--- src/rtl/hub_rs_pkg.sv ---
package hub_rs_pkg;

    typedef enum logic [2:0] {
        PS_RUN,
        PS_SLEEP,
        PS_KHW,
        PS_KEXT,
        PS_SE0,
        PS_JBIT,
        PS_IDLE
    } port_state_e;

    localparam logic ADDR_CTRL   = 1'b0;
    localparam logic ADDR_STATUS = 1'b1;

endpackage

--- src/rtl/hub_rs_regs.sv ---
module hub_rs_regs
    import hub_rs_pkg::*;
#(
    parameter int NPORTS = 4,
    parameter int DW     = 8
) (
    input  logic              clk,
    input  logic              rst_n,
    input  logic              we,
    input  logic              addr,
    input  logic [DW-1:0]     wdata,
    input  logic [NPORTS-1:0] hit,
    output logic [DW-1:0]     rdata,
    output logic [NPORTS-1:0] susp_q_o,
    output logic [NPORTS-1:0] susp_d_o,
    output logic [NPORTS-1:0] status_q_o
);

    localparam int WAKE_BIT = DW - 1;

    typedef struct packed {
        logic [NPORTS-1:0] susp;
        logic [NPORTS-1:0] status;
        logic              wake;
    } regs_t;

    regs_t r_d, r_q;

    always_comb begin
        r_d = r_q;
        if (we && addr == ADDR_CTRL) begin
            r_d.susp = wdata[NPORTS-1:0];
            r_d.wake = wdata[WAKE_BIT];
        end
        // status sets on a detection and clears only on a suspend flag falling
        r_d.status = (r_q.status | hit) & ~(r_q.susp & ~r_d.susp);
    end

    always_ff @(posedge clk or negedge rst_n) begin
        if (!rst_n) begin
            r_q <= '0;
        end else begin
            r_q <= r_d;
        end
    end

    always_comb begin
        rdata = '0;
        if (addr == ADDR_CTRL) begin
            rdata[NPORTS-1:0] = r_q.susp;
            rdata[WAKE_BIT]   = r_q.wake;
        end else begin
            rdata[NPORTS-1:0] = r_q.status;
        end
    end

    assign susp_q_o   = r_q.susp;
    assign susp_d_o   = r_d.susp;
    assign status_q_o = r_q.status;

endmodule

--- src/rtl/hub_rs_port.sv ---
module hub_rs_port
    import hub_rs_pkg::*;
#(
    parameter int K_MS     = 10,
    parameter int SE0_BITS = 2,
    parameter int J_BITS   = 1
) (
    input  logic clk,
    input  logic rst_n,
    input  logic ms_tick,
    input  logic bit_tick,
    input  logic hub_suspended,
    input  logic line_k,
    input  logic susp_nx,
    output logic resume_hit,
    output logic drv_k,
    output logic drv_se0,
    output logic drv_j,
    output logic drv_idle,
    output logic port_en
);

    // one extra tick guarantees K_MS full periods whatever the tick phase
    localparam int K_TICKS = K_MS + 1;
    localparam int KW      = $clog2(K_TICKS + 1);
    localparam int BMAX    = (SE0_BITS > J_BITS) ? SE0_BITS : J_BITS;
    localparam int BW      = $clog2(BMAX + 1);

    typedef struct packed {
        port_state_e    state;
        logic [KW-1:0]  kcnt;
        logic [BW-1:0]  bcnt;
    } pst_t;

    pst_t s_d, s_q;
    logic kdone;

    assign kdone = (s_q.kcnt == KW'(K_TICKS));

    always_comb begin
        s_d        = s_q;
        resume_hit = 1'b0;
        if ((s_q.state == PS_KHW || s_q.state == PS_KEXT) && ms_tick && !kdone) begin
            s_d.kcnt = s_q.kcnt + 1'b1;
        end
        case (s_q.state)
            PS_RUN: begin
                if (susp_nx) s_d.state = PS_SLEEP;
            end
            PS_SLEEP: begin
                if (!susp_nx) begin
                    s_d.state = PS_RUN;
                end else if (line_k && !hub_suspended) begin
                    s_d.state  = PS_KHW;
                    s_d.kcnt   = '0;
                    resume_hit = 1'b1;
                end
            end
            PS_KHW: begin
                if (!susp_nx) s_d.state = PS_KEXT;
            end
            PS_KEXT: begin
                if (kdone && bit_tick) begin
                    s_d.state = PS_SE0;
                    s_d.bcnt  = '0;
                end
            end
            PS_SE0: begin
                if (bit_tick) begin
                    if (s_q.bcnt == BW'(SE0_BITS - 1)) begin
                        s_d.state = PS_JBIT;
                        s_d.bcnt  = '0;
                    end else begin
                        s_d.bcnt = s_q.bcnt + 1'b1;
                    end
                end
            end
            PS_JBIT: begin
                if (bit_tick) begin
                    if (s_q.bcnt == BW'(J_BITS - 1)) begin
                        s_d.state = PS_IDLE;
                        s_d.bcnt  = '0;
                    end else begin
                        s_d.bcnt = s_q.bcnt + 1'b1;
                    end
                end
            end
            PS_IDLE: s_d.state = PS_RUN;
            default: s_d.state = PS_RUN;
        endcase
    end

    always_ff @(posedge clk or negedge rst_n) begin
        if (!rst_n) begin
            s_q <= '{state: PS_RUN, kcnt: '0, bcnt: '0};
        end else begin
            s_q <= s_d;
        end
    end

    assign drv_k    = (s_q.state == PS_KHW) || (s_q.state == PS_KEXT);
    assign drv_se0  = (s_q.state == PS_SE0);
    assign drv_j    = (s_q.state == PS_JBIT);
    assign drv_idle = (s_q.state == PS_IDLE);
    assign port_en  = (s_q.state == PS_RUN) || (s_q.state == PS_SLEEP);

endmodule

--- src/rtl/hub_port_resume.sv ---
module hub_port_resume
    import hub_rs_pkg::*;
#(
    parameter int NPORTS   = 4,
    parameter int DW       = 8,
    parameter int K_MS     = 10,
    parameter int SE0_BITS = 2,
    parameter int J_BITS   = 1
) (
    input  logic              clk,
    input  logic              rst_n,
    input  logic              ms_tick,
    input  logic              bit_tick,
    input  logic              hub_suspended,
    input  logic [NPORTS-1:0] line_k,
    input  logic              reg_we,
    input  logic              reg_addr,
    input  logic [DW-1:0]     reg_wdata,
    output logic [DW-1:0]     reg_rdata,
    output logic [NPORTS-1:0] drv_k,
    output logic [NPORTS-1:0] drv_se0,
    output logic [NPORTS-1:0] drv_j,
    output logic [NPORTS-1:0] drv_idle,
    output logic [NPORTS-1:0] port_en,
    output logic              hub_irq
);

    logic [NPORTS-1:0] hit;
    logic [NPORTS-1:0] susp_q;
    logic [NPORTS-1:0] susp_d;
    logic [NPORTS-1:0] status_q;

    hub_rs_regs #(.NPORTS(NPORTS), .DW(DW)) u_regs (
        .clk        (clk),
        .rst_n      (rst_n),
        .we         (reg_we),
        .addr       (reg_addr),
        .wdata      (reg_wdata),
        .hit        (hit),
        .rdata      (reg_rdata),
        .susp_q_o   (susp_q),
        .susp_d_o   (susp_d),
        .status_q_o (status_q)
    );

    for (genvar p = 0; p < NPORTS; p++) begin : g_port
        hub_rs_port #(.K_MS(K_MS), .SE0_BITS(SE0_BITS), .J_BITS(J_BITS)) u_port (
            .clk           (clk),
            .rst_n         (rst_n),
            .ms_tick       (ms_tick),
            .bit_tick      (bit_tick),
            .hub_suspended (hub_suspended),
            .line_k        (line_k[p]),
            .susp_nx       (susp_d[p]),
            .resume_hit    (hit[p]),
            .drv_k         (drv_k[p]),
            .drv_se0       (drv_se0[p]),
            .drv_j         (drv_j[p]),
            .drv_idle      (drv_idle[p]),
            .port_en       (port_en[p])
        );
    end

    assign hub_irq = |status_q;

endmodule

--- config.mk ---
export PLATFORM = sky130hd
export DESIGN_NAME = hub_port_resume
export DESIGN_NICKNAME = d
export VERILOG_FILES = /design/src/rtl/hub_rs_pkg.sv /design/src/rtl/hub_rs_regs.sv /design/src/rtl/hub_rs_port.sv /design/src/rtl/hub_port_resume.sv
export SDC_FILE = /design/constraint.sdc
export NUM_CORES = 1
export LEC_CHECK = 0
export CAP_MARGIN = 15
export CORE_ASPECT_RATIO = 1.4
export CORE_MARGIN = 8
export CORE_UTILIZATION = 52
export DETAILED_ROUTE_END_ITERATION = 16
export PLACE_DENSITY = 0.78
export SLEW_MARGIN = 20
export SYNTH_ARGS = -nofsm -noshare
export SYNTH_HDL_FRONTEND = slang
export SYNTH_SLANG_ARGS = --single-unit
--- constraint.sdc ---
create_clock -name clk -period 2.35 [get_ports clk]
set_input_delay 0.3525 -clock clk [delete_from_list [all_inputs] [get_ports clk]]
set_output_delay 0.3525 -clock clk [all_outputs]
set_load 0.1 [all_outputs]
# == Yosys cells after proc, flatten, opt, wreduce, memory -nomap -nowiden ==
# Cells that the tools add are included.
# word_totals
ff_bits,45
latchBits,0
ramBits,0
rom_bits,0
input_bits,19
output_inout_bits,29
wordCells,235
n_memories,0
# classes
n_addsub,8
n_mul,0
div_mod_pow,0
magnitude_cmp,0
eq_ne,64
shifts,0
muxes,91
n_bitwise,6
reduce_logical,51
# ops
op,count
$mux 3,32
$pmux 3 s6,4
$mux 4,14
$ne 2x2->1 const B,28
$mux 2,20
$eq 3x3->1 const B,12
$reduce_and 8->1,4
$mux 7,4
$eq 3x2->1 const B,8
$pmux 2 s3,4
$logic_and 1x1->1,17
$add 4x1->4 const B,4
$eq 4x4->1 const B,4
$reduce_and 4->1,4
$mux 1,13
$eq 3x1->1 const B,4
$logic_not 3->1,4
$ne 3x2->1 const B,4
$reduce_bool 3->1,4
$add 2x1->2 const B,4
$and 4x4->4,2
$eq 2x1->1 const B,4
$logic_not 2->1,4
$logic_or 1x1->1,8
5 further kinds,10

# == Depth between registers and ports, before layout ==
# depth
word_depth,8
mapped_depth,8
ltp_nobuf,7

# == Hierarchy ==
# From an unflattened synthesis, not the netlist that was laid out.
# unflattened
hier_cells,319
hier_area_um2,3231.8
# modules_own_cells
mod,instances,cells_each,area_per_inst_um2,seq_area_each_um2
hub_rs_port (g_port[0].u_port ...),3,68,695.7,225.2
hub_rs_port (g_port[3].u_port),1,65,591.8,225.2
hub_rs_regs,1,49,545.5,225.2
hub_port_resume,1,1,7.5,0.0

# == Worst setup path before layout ==
# Ideal clock, no wire load.
# synth_path
path_type,input-to-output
startpoint,input reg_addr
endpoint,output reg_rdata[1]
arrival_ps,2618
t_required_ps,1997
setup_slack_ps,-620
cell_stages,2
cell_sequence,buf_4 o21ai_0
# synth_via
elab_chain_len,1
# synth_lines
element,line,rtl
"start, declared",hub_port_resume.sv:17,"input logic reg_addr,"
$mux 4,hub_rs_regs.sv:49,if (addr == ADDR_CTRL) begin
"end, declared",hub_port_resume.sv:19,"output logic [DW-1:0] reg_rdata,"
# No other way between the ends.

==> results.md <==
- The flow ran to the end, and the final reports show no timing, DRC or antenna violations.
- Once detail routing completed, the nets flagged for antenna violations numbered 0.
- The standard cell core area is about 0.0054 mm².
- Measured in cells, the most critical reg-to-reg path has a length of 6.
- Yosys attributes the largest share of cell area to sky130_fd_sc_hd__dfrtp_1 39%, sky130_fd_sc_hd__ha_1 8.6%, sky130_fd_sc_hd__buf_4 6.2%.
- The synthesized cell area is 0.002897 mm².
- Sequential cells were found to cover about 39% of the synthesized design area.
- The number of gates resized after cts is 0.
- Summed over all cells, the static leakage comes to 1.673 nW.
- The worst setup margin is approximately 0.36 ns.
- The amount of wire on met3 after detailed routing is between 300 and 400 µm.
- For hold timing, the worst endpoint is u_regs.r_q[0].
- The worst hold slack after final layout is a little over 0.5 ns.
- The worst-skew pair later-pin latency is just under 0.3 ns.
- The via count of the first global-routing pass came to around 2,400.
- The initial antenna violation count is 0.
- A synthesized cell averages between 9 and 10 µm².
- The power per cell area is about 1200 mW/mm².
- The worst-margin pin slew is 0.5843 ns.
- For this design, the sink count on the clock tree is 45.
- In the final routing, the length of wire on met1 measures 2601 µm.
- During synthesis, Yosys emitted a total of 0 warnings.
- The path class of the tightest hold or removal check is reg -> reg.
- After synthesis the netlist holds a flip-flop and latch count of between 40 and 50.
- The via count of the routed design is approximately 2,300.
- Counting the buffers created by CTS gives 5.
- TritonCTS built the clock tree.
- After clock tree synthesis, the setup repair step added 0 buffers.
- On the worst path, the slowest cell contributes a delay of ~0.5 ns.
- The total cell area at the placement stage is 0.003353 mm².
- The number of antenna diodes in the final layout is 0.
- The floorplan die height is roughly 100 µm.
- The biggest fanout along the worst timing path is 5.
- After layout, the minimum clock period comes to ~2.0 ns.
- Derived from the worst setup path, the maximum achievable clock frequency is around 500 MHz.
- The kind of cell with the highest combined delay along the critical path is simple AND/OR/NAND/NOR gates.
- The post-placement worst setup slack is between 0.04 and 0.05 ns.
- The startpoint identified for the worst register-to-register timing path is g_port[1].u_port.s_q[2].
- Together, buffers and inverters on the worst path number 2.
- The number of hold violations in the final report came to 0.
- The maximum root-to-sink buffer count is 2.
- The share of cells above drive strength 1 is between 10% and 20%.
- The number of library cell types mapped by synthesis is 40.
- The worst hold path startpoint is u_regs.r_q[0].
- The average wire length per cell after detail routing is approximately 15 µm.
- The number of buffers added to fix hold violations after cts is 1.
- The dominant cell type by area after synthesis is sky130_fd_sc_hd__dfrtp_1.
- Setup repair after global routing left no endpoint under its margin.
- The signal on the critical path passes through clkdlybuf4s50_1 -> nand2b_1 -> buf_4 -> mux2i_1 -> nor4_2 -> o32a_1.
- The total of endpoints with negative setup slack in the final report is 0.
- After layout, the worst path uses a little over four fifths of the clock period.
- The area share of the leading cell type in the synthesized netlist is approximately two fifths.
- Entering global routing, the biggest net connects 19 pins.
- The H-tree depth is 2.
- From left edge to right edge, the die measures approximately 79 µm.
- The required time of the critical path is around 2.6 ns.
- Wire segments on met2 add up to around 3300 µm in the final route.
- The final-report max-slew violation count is 0.
- For this run, the detailed router's first-pass iteration total came to 4.
- The internal reg-to-reg setup slack is 0.53 ns.
- The kind of end point of the critical path is a flip-flop.
- After clock tree synthesis, the clock-pin slew on the worst setup and hold paths is about 0.08 ns.
- The area of all placed cells without fillers is around 0.0035 mm².
- In the final design database the tool counted about 390 nets.
- The number of remaining DRC errors is 0.
- The root buffer cell chosen for the clock tree is sky130_fd_sc_hd__clkbuf_8.
- The endpoint identified for the worst register-to-register timing path is g_port[1].u_port.s_q[5].
- The total of buffers placed on input and output ports is a little over 40.
- After technology mapping, the gate count stands at 318.
- The worst clock skew is roughly 0.0069 ns.
- The maximum vdd drop is between 0.8 and 0.9 mV.
- Routability-driven placement finished with a final weighted congestion of about 0.83.
- The max-capacitance violation count is 0.
- The first global-routing pass estimated 10,780 µm of wire.
- Detailed placement ended at an HPWL of roughly 5000 µm.
- In the routed layout, each cell is associated on average with a via count of about 5.6.
- The number of top-level pins is between 40 and 50.
- The row count is 32.
- In this run the tightest slew margin relative to its limit is about three fifths.
- The worst setup path is of the in -> reg kind.
- For the worst setup path, the data arrival time is around 2.2 ns.
- The overall fraction of global-route tracks in use is ~16%.
- The iteration-0 DRC count of the detailed router is about 110.
- The utilization after layout is between 60% and 70%.
- The die covers 0.008248 mm².
- The cell with the largest stage delay on the worst path is sky130_fd_sc_hd__nor4_2.
- After detailed routing, the total wire length is 6378 µm.
- In this run the top signal layer used is met4.
- Summed over all layers, the global routing overflow is 0.
- The kind of start point of the critical path is an input port.
- The post-synthesis to final-layout area growth is 20.26%.
- The initial core utilization is between 50 and 60%.
- The number of stages on the worst hold path is 1.
through the flow:
step	setup TNS (ns)	total power, mW	instances
floorplan	-2.469	3.247	320
global placement	0	3.662	408
detailed placement	0	3.746	408
CTS	0	4.376	417
global route	0	4.645	417
finish	0	4.353	417
routing by layer:
metal / track usage [%] / up-vias
li1: - / 1136
met3: 3.806 / 9
met4: 6.649 / 0
met1: 17.88 / 1145
met5: 0 / -
met2: 27.22 / 57
state kept, by name, indices dropped and copies added, names as in the netlist:
name,count
g_port.u_port.s_q,36
u_regs.susp_q_o,4
u_regs.status_q_o,4
u_regs.r_q,1
worst max path at each step:
| stage | endpoint | startpoint | cells past startpoint | slack, ns |
|---|---|---|---|---|
| after detailed placement | u_regs.status_q_o[1] | reg_addr | 6 | 0.05 |
| after global routing | u_regs.status_q_o[1] | reg_addr | 6 | 0.25 |
| after CTS | u_regs.status_q_o[1] | reg_addr | 6 | 0.35 |
| after floorplan | reg_rdata[1] | reg_addr | 2 | -0.62 |
| final | u_regs.status_q_o[1] | reg_addr | 6 | 0.36 |
| after global placement | u_regs.status_q_o[1] | reg_addr | 6 | 0.14 |
worst reg2reg max path: cells and delay by family (launching register included):
family / cells / cell delay, ns
flip-flops: 1 / 0.41
XOR/XNOR: 1 / 0.16
adder cells (fa/ha/maj): 1 / 0.22
AND/OR/NAND/NOR: 4 / 0.90
report_power, final:
part,switching (mW),leakage [nW],internal [mW]
clock network,0.264,0.0574,0.346
registers,0.358,0.560,1.08
logic,1.54,1.06,0.761
cell usage in the layout, fill, tap and decap left out, types with 3 or more instances in the layout:
cell and count:
sky130_fd_sc_hd__o21ai_0 12, sky130_fd_sc_hd__nor2_1 36, sky130_fd_sc_hd__and3_1 8, sky130_fd_sc_hd__o32a_1 4
sky130_fd_sc_hd__nor4_1 3, sky130_fd_sc_hd__nor2b_1 6, sky130_fd_sc_hd__o211ai_1 3, sky130_fd_sc_hd__nand3_1 10
sky130_fd_sc_hd__a21oi_1 15, sky130_fd_sc_hd__conb_1 3, sky130_fd_sc_hd__buf_12 13, sky130_fd_sc_hd__nand4_1 3
sky130_fd_sc_hd__nand2_1 23, sky130_fd_sc_hd__inv_1 22, sky130_fd_sc_hd__dfrtp_1 45, sky130_fd_sc_hd__nor3_1 6
sky130_fd_sc_hd__clkbuf_8 6, sky130_fd_sc_hd__a31oi_1 4, sky130_fd_sc_hd__nand2b_1 9, sky130_fd_sc_hd__buf_4 23
sky130_fd_sc_hd__o31ai_1 4, sky130_fd_sc_hd__mux2_2 4, sky130_fd_sc_hd__mux2i_1 14, sky130_fd_sc_hd__clkdlybuf4s50_1 14
sky130_fd_sc_hd__a22oi_1 5, sky130_fd_sc_hd__ha_1 20, sky130_fd_sc_hd__nand3b_1 3, sky130_fd_sc_hd__xor2_1 8
sky130_fd_sc_hd__xnor2_1 3
synthesized netlist by cell type:
| cell | n |
|---|---|
| sky130_fd_sc_hd__o21ai_0 | 12 |
| sky130_fd_sc_hd__nor3b_1 | 1 |
| sky130_fd_sc_hd__dfrtp_1 | 45 |
| sky130_fd_sc_hd__nor4_2 | 2 |
| sky130_fd_sc_hd__and4_1 | 1 |
| sky130_fd_sc_hd__nor4_1 | 3 |
| sky130_fd_sc_hd__xnor2_1 | 3 |
| sky130_fd_sc_hd__o32a_1 | 4 |
| sky130_fd_sc_hd__mux2i_1 | 14 |
| sky130_fd_sc_hd__nand2b_1 | 9 |
| sky130_fd_sc_hd__nor2b_1 | 6 |
| sky130_fd_sc_hd__a22o_1 | 1 |
| sky130_fd_sc_hd__nor2_1 | 36 |
| sky130_fd_sc_hd__o22ai_1 | 2 |
| sky130_fd_sc_hd__nor3_1 | 6 |
| sky130_fd_sc_hd__or4_1 | 2 |
| sky130_fd_sc_hd__conb_1 | 1 |
| sky130_fd_sc_hd__a221oi_1 | 1 |
| sky130_fd_sc_hd__and3b_1 | 2 |
| sky130_fd_sc_hd__or4_4 | 1 |
| sky130_fd_sc_hd__nand3_1 | 10 |
| sky130_fd_sc_hd__o211a_1 | 1 |
| sky130_fd_sc_hd__a21oi_1 | 15 |
| sky130_fd_sc_hd__inv_1 | 22 |
| sky130_fd_sc_hd__buf_4 | 24 |
| sky130_fd_sc_hd__a31oi_1 | 4 |
| sky130_fd_sc_hd__o41ai_1 | 1 |
| sky130_fd_sc_hd__mux2_2 | 4 |
| sky130_fd_sc_hd__a22oi_1 | 5 |
| sky130_fd_sc_hd__o31ai_1 | 4 |
| sky130_fd_sc_hd__nand4_1 | 3 |
| sky130_fd_sc_hd__clkbuf_1 | 6 |
| sky130_fd_sc_hd__xor2_1 | 8 |
| sky130_fd_sc_hd__nor4b_1 | 1 |
| sky130_fd_sc_hd__o211ai_1 | 3 |
| sky130_fd_sc_hd__nand2_1 | 23 |
| sky130_fd_sc_hd__and3_1 | 8 |
| sky130_fd_sc_hd__buf_6 | 1 |
| sky130_fd_sc_hd__nand3b_1 | 3 |
| sky130_fd_sc_hd__ha_1 | 20 |
cell type report:
type | count | area [µm²]
fill | 459 | 1962
multi-input combinational | 222 | 1481
sequential | 45 | 1126
timing repair buffer | 52 | 588.1
tap | 68 | 85.08
clock buffer | 6 | 82.58
inverter | 22 | 82.58
clock inverter | 2 | 37.54
kinds of logic (layout without fill, tap and decap cells):
family | count (synthesis) | in the layout | share of synthesized area, %
AND/OR/NAND/NOR | 117 | 117 | 20.69
AO/OA/AOI/OAI | 53 | 53 | 11.71
buffers and inverters | 53 | 82 | 10.24
flip-flops | 45 | 45 | 38.88
adder cells (fa/ha/maj) | 20 | 20 | 8.639
multiplexers | 18 | 18 | 6.393
XOR/XNOR | 11 | 11 | 3.326
other | 1 | 3 | 0.1295
Note: power is estimated with default switching activity, not from simulation.
